## src/rtl/orlow_pkg.sv

```systemverilog
package orlow_pkg;
  // Majority of three bits: the carry of one full-adder stage.
  function automatic logic maj3(input logic x, input logic y, input logic z);
    return (x & y) | (x & z) | (y & z);
  endfunction
endpackage

```

## src/rtl/orlow_fa.sv

```systemverilog
module orlow_fa
  import orlow_pkg::*;
(
  input  logic x,
  input  logic y,
  input  logic ci,
  output logic s,
  output logic co
);
  always_comb begin
    s  = x ^ y ^ ci;
    co = maj3(x, y, ci);
  end
endmodule

```

## src/rtl/orlow_ripple.sv

```systemverilog
module orlow_ripple #(
  parameter int W = 12
) (
  input  logic [W-1:0] a,
  input  logic [W-1:0] b,
  input  logic         cin,
  output logic [W-1:0] s,
  output logic         cout
);
  logic [W:0] chain;
  assign chain[0] = cin;

  for (genvar i = 0; i < W; i++) begin : g_stage
    orlow_fa u_fa (
      .x (a[i]),
      .y (b[i]),
      .ci(chain[i]),
      .s (s[i]),
      .co(chain[i+1])
    );
  end

  assign cout = chain[W];

  logic [W:0] exact_v;
  always_comb begin
    exact_v = {1'b0, a} + {1'b0, b} + {{W{1'b0}}, cin};

    ripple_exact_chk: assert ({cout, s} == exact_v);
  end
endmodule

```

## src/rtl/orlow_lower.sv

```systemverilog
module orlow_lower #(
  parameter int L = 4
) (
  input  logic [L-1:0] a,
  input  logic [L-1:0] b,
  output logic [L-1:0] s,
  output logic         carry_up
);
  for (genvar i = 0; i < L; i++) begin : g_or
    assign s[i] = a[i] | b[i];
  end
  assign carry_up = a[L-1] & b[L-1];
endmodule

```

## src/rtl/orlow_adder.sv

```systemverilog
module orlow_adder #(
  parameter int WL  = 16,
  parameter int LPL = 4
) (
  input  logic [WL-1:0] op_a,
  input  logic [WL-1:0] op_b,
  output logic [WL-1:0] sum,
  output logic          carry_out
);
  localparam int UW = WL - LPL;


  if (LPL < 0 || LPL >= WL) begin : g_bad_param
    $error("orlow_adder: LPL must satisfy 0 <= LPL < WL");
  end

  logic          sub_cin;
  logic [UW-1:0] upper_s;

  if (LPL > 0) begin : g_lower
    logic [LPL-1:0] lower_s;
    orlow_lower #(.L(LPL)) u_lower (
      .a       (op_a[LPL-1:0]),
      .b       (op_b[LPL-1:0]),
      .s       (lower_s),
      .carry_up(sub_cin)
    );
    assign sum = {upper_s, lower_s};

    localparam int POS_MAX = 2 ** (LPL - 1);
    localparam int NEG_MAX = 2 ** (LPL - 1) - 1;
    logic signed [WL+1:0] dev;
    always_comb begin

      lower_or_chk: assert (sum[LPL-1:0] == (op_a[LPL-1:0] | op_b[LPL-1:0]));

      carry_in_chk: assert (sub_cin == (op_a[LPL-1] & op_b[LPL-1]));
      dev = $signed({1'b0, carry_out, sum}) - $signed({2'b00, op_a} + {2'b00, op_b});

      dev_bound_chk: assert (int'(dev) <= POS_MAX && int'(dev) >= -NEG_MAX);
    end
  end else begin : g_exact
    assign sub_cin = 1'b0;
    assign sum     = upper_s;
    always_comb begin

      exact_sum_chk: assert ({carry_out, sum} == ({1'b0, op_a} + {1'b0, op_b}));
    end
  end

  orlow_ripple #(.W(UW)) u_upper (
    .a   (op_a[WL-1:LPL]),
    .b   (op_b[WL-1:LPL]),
    .cin (sub_cin),
    .s   (upper_s),
    .cout(carry_out)
  );
endmodule

```

## config.mk

```make
export PLATFORM = sky130hd
export DESIGN_NAME = orlow_adder
export DESIGN_NICKNAME = d
export VERILOG_FILES = /design/src/rtl/orlow_pkg.sv /design/src/rtl/orlow_fa.sv /design/src/rtl/orlow_ripple.sv /design/src/rtl/orlow_lower.sv /design/src/rtl/orlow_adder.sv
export SDC_FILE = /design/constraint.sdc
export NUM_CORES = 1
export LEC_CHECK = 0
export BUFFER_PORTS_ARGS = -buffer_cell sky130_fd_sc_hd__clkbuf_2
export CELL_PAD_IN_SITES_DETAIL_PLACEMENT = 0
export CELL_PAD_IN_SITES_GLOBAL_PLACEMENT = 2
export CORE_MARGIN = 2
export CORE_UTILIZATION = 14
export DETAILED_ROUTE_END_ITERATION = 7
export GPL_TIMING_DRIVEN = 0
export PLACE_DENSITY_LB_ADDON = 0.1
export SYNTH_ARGS = -nofsm -noshare
export SYNTH_HDL_FRONTEND = slang
export SYNTH_SLANG_ARGS = --single-unit
```

## constraint.sdc

```tcl
create_clock -name vclk -period 5.9
set_input_delay 0.59 -clock vclk [all_inputs]
set_output_delay 0.59 -clock vclk [all_outputs]
set_load 0.05 [all_outputs]
```

# Word-level counts from Yosys, hierarchy flattened

Cells that the tools add are included.

Register bits after elaboration: 0
Bits of input ports: 32
Output and inout bits: 17
Word-level logic and storage cells: 89

Bitwise operators: 89

Operators with widths:

| operator          | count |
|---|---|
| 1-bit bitwise AND | 37 |
| 1-bit OR          | 28 |
| 1-bit bitwise XOR | 24 |

# Depth between registers and ports, before layout

Word-level depth: 37
Depth in mapped cells: 16
Gate-level depth less buffers: 15

# Hierarchy

A second synthesis with hierarchy kept.

Cells, all modules: 17
Area total of the unflattened synthesis: 272.8 um2

By module, submodules not included:

| module      | times used | cells each | area an instance (um2) | seq. area each (um2) |
|---|---|---|---|---|
| orlow_fa    | 12         | 1          | 20.0                   | 0.0 |
| orlow_lower | 1          | 5          | 32.5                   | 0.0 |

# Worst setup path after synthesis

OpenSTA, ideal clock, no wires.

Path kind: input to output
Start point: input op_a[3]
End point: output sum[15]
Arrival: 5,606 ps
Data required time: 5,310 ps
Slack: -296 ps
Stages: 16
Path through: and2_2 -> fa_1 -> fa_1 -> fa_1 -> fa_1 -> fa_1 -> fa_1 -> fa_1 -> fa_1 -> fa_1 -> fa_1 -> fa_1 -> inv_1 -> fa_1 -> inv_1 -> buf_4

Cells in the longest elaborated chain, start to end: 35
Elaborated cells on any way between the ends: 46
Those cells by class: bitwise: 46

Ends and longest elaborated chain:

| item                | line              | text |
|---|---|---|
| start: declaration  | orlow_adder.sv:5  | `input logic [WL-1:0] op_a,` |
| 1-bit bitwise AND * | orlow_lower.sv:12 | `assign carry_up = a[L-1] & b[L-1];` |
| 1-bit bitwise AND   | orlow_pkg.sv:4    | `return (x & y) \| (x & z) \| (y & z);` |
| 1-bit OR            | orlow_pkg.sv:4    |  |
| 1-bit OR *          | orlow_pkg.sv:4    |  |
| 1-bit bitwise AND   | orlow_pkg.sv:4    |  |
| 1-bit OR            | orlow_pkg.sv:4    |  |
| 1-bit OR *          | orlow_pkg.sv:4    |  |
| 1-bit bitwise AND   | orlow_pkg.sv:4    |  |
| [19 not listed]     | --                |  |
| 1-bit OR *          | orlow_pkg.sv:4    |  |
| 1-bit bitwise AND   | orlow_pkg.sv:4    |  |
| 1-bit OR            | orlow_pkg.sv:4    |  |
| 1-bit OR *          | orlow_pkg.sv:4    |  |
| 1-bit bitwise AND   | orlow_pkg.sv:4    |  |
| 1-bit OR            | orlow_pkg.sv:4    |  |
| 1-bit OR *          | orlow_pkg.sv:4    |  |
| 1-bit bitwise XOR * | orlow_fa.sv:11    | `s = x ^ y ^ ci;` |
| end: declaration    | orlow_adder.sv:7  | `output logic [WL-1:0] sum,` |

Mark *: on every way between the ends. The rest lies on a longest branch, timed or not.

# Worst setup path after layout

Ends and elaborated chain as after synthesis.

==> flow_summary.json <==
{
  "status": "finished with violations",
  "violations": "setup timing",
  "routabilityCongestion": 0.648,
  "postCtsHoldBufs": 0,
  "hold_viol_final": 0,
  "path_delay_family": "adder cells",
  "die_height_um": 56.2,
  "drc": 0,
  "syn2layout_area_growth_pct": 89.5,
  "dp.cells": 113,
  "dpl_cell_area_sq_um": 686,
  "cp_num_cells": 18,
  "slew_headroom": 0.812,
  "crit_path_top_delay_cell": "fa_1",
  "rsz0062_at_grt": "yes",
  "portBuffers": 49,
  "worst_hold_path_type": "input port to primary output",
  "grt_max_degree": 3,
  "p_leak_nw": 0.388,
  "timing.fmax_mhz": 167,
  "synth_cell_type_count": 5,
  "crit_top_cell": "fa_2",
  "max_slew.worst_pin.slew_ns": 0.283,
  "max_cap_viol_count": 0,
  "wl_per_cell_um": 7.38,
  "antenna_found_initial": 0,
  "vias": 370,
  "viasPerCell": 3.27,
  "ant_nets": 0,
  "path_cells": "buf_6 > and2_4 > fa_2 > fa_2 > fa_2 > fa_2 > fa_2 > fa_2 > fa_2 > fa_2 > fa_2 > fa_2 > fa_2 > inv_2 > fa_1 > inv_1 > buf_6 > clkbuf_16",
  "placementRows": 18,
  "first_global_vias": 362,
  "numSequentialCells": 0,
  "regArea_sq_um": 0,
  "first_pass_iters": 2,
  "arrival_ns": 5.38,
  "core_region_area_sq_um": 2520,
  "clkbuf_count": 0,
  "worst_slack_ns": -0.0750,
  "worst-path-buf-inv": 5,
  "syn_inst": 34,
  "fillCellCount": 291,
  "grt_pass1_wl_um": 1370,
  "synth.avg_cell_area_sq_um": 11.2,
  "ios": 49,
  "final_area_sq_um": 723,
  "dp_slack_ns": -0.459,
  "crit_type": "input port to primary output",
  "setup_viol": 1,
  "ir_drop_uv": 78.4,
  "hpwlAfterDp_um": 866,
  "die_area_sq_um": 3160,
  "yosysWarnings": 0,
  "drive_above_1_share": 0.892,
  "die_w_um": 56.2,
  "fin_crit_ns": 5.97,
  "num_antenna_cells": 0,
  "fin_nets": 129,
  "whs_path_depth": 3,
  "pwr_density_cell_nw_per_um2": 205,
  "syn_area_sq_um": 382,
  "synth-seq-area-share": 0,
  "fin_cells": 113,
  "startpoint_type": "input port",
  "start_util": 0.151,
  "overflow": 0,
  "drt_iter0_drc": 3,
  "crit_required_ns": 5.31,
  "path_max_fanout": 2,
  "report.final.slew_viol_count": 0,
  "end_kind": "primary output",
  "finalCritPeriodShare": 1.01,
  "drt_wl_total_um": 834,
  "grt_usage": 0.0494,
  "power.total_w": 0.000148,
  "syn_nets": 78,
  "max_stage_delay_ns": 0.39,
  "cts_setup_buffers": 0
}
==> cells in the mapped netlist (all sizes together) <==
cell,instances,area [sq um]
inv,5,18.8
fa,12,240
or2,4,25.0
and2,1,7.51
buf,12,90.1
==> kinds of logic after synthesis <==
family,after synthesis,synth area share
and+or+nand+nor,5,0.0852
adders and majority gates,12,0.630
buffers and inverters,17,0.285
==> placed cells by master (no fill, tap or decap), drive strengths merged <==
cell	n
or2	4
inv	5
buf	13
clkbuf	48
fa	12
and2	1
==> layout make-up <==
cell class | count | area [sq um] | area share
plain buffers | 12 | 93.8 | 0.130
well taps | 30 | 37.5 | 0.0519
repair buffers | 49 | 272 | 0.375
inverters | 5 | 18.8 | 0.0260
multi-input cells | 17 | 302 | 0.417
==> path summary, 6_finish.rpt <==
kind                 from  endpoint
setup / recovery  op_a[3]   sum[15]
hold / removal    op_a[3]    sum[3]
==> routing by layer <==
layer / GRT usage / vias up / wire length [um]
li1: - / 183 / -
met1: 0.0537 / 163 / 265
met2: 0.103 / 24 / 445
met3: 0.00930 / 0 / 122
met4: 0 / 0 / 0
met5: 0 / - / 0
==> stage by stage <==
step	util	TNS (ns)	hold WS, ns
floorplan	-	0	1.50
global placement	0.272	-0.479	1.59
detailed placement	0.272	-0.544	1.60
CTS	0.284	-0.117	1.60
global route	0.287	-0.228	1.61
finish	0.287	-0.0750	1.59
==> power by group <==
part | total [W] | internal (W) | switching (W)
Sequential | 0 | 0 | 0
Combinational | 0.000148 | 0.0000555 | 0.0000927
Clock | 0 | 0 | 0
==> repair_timing <==
action | in CTS | in global routing
hold endpoints to repair | 0 | 0
gates resized for setup | 9 | 1
setup endpoints to repair | 3 | 1
(Power assumes the default switching activity.)
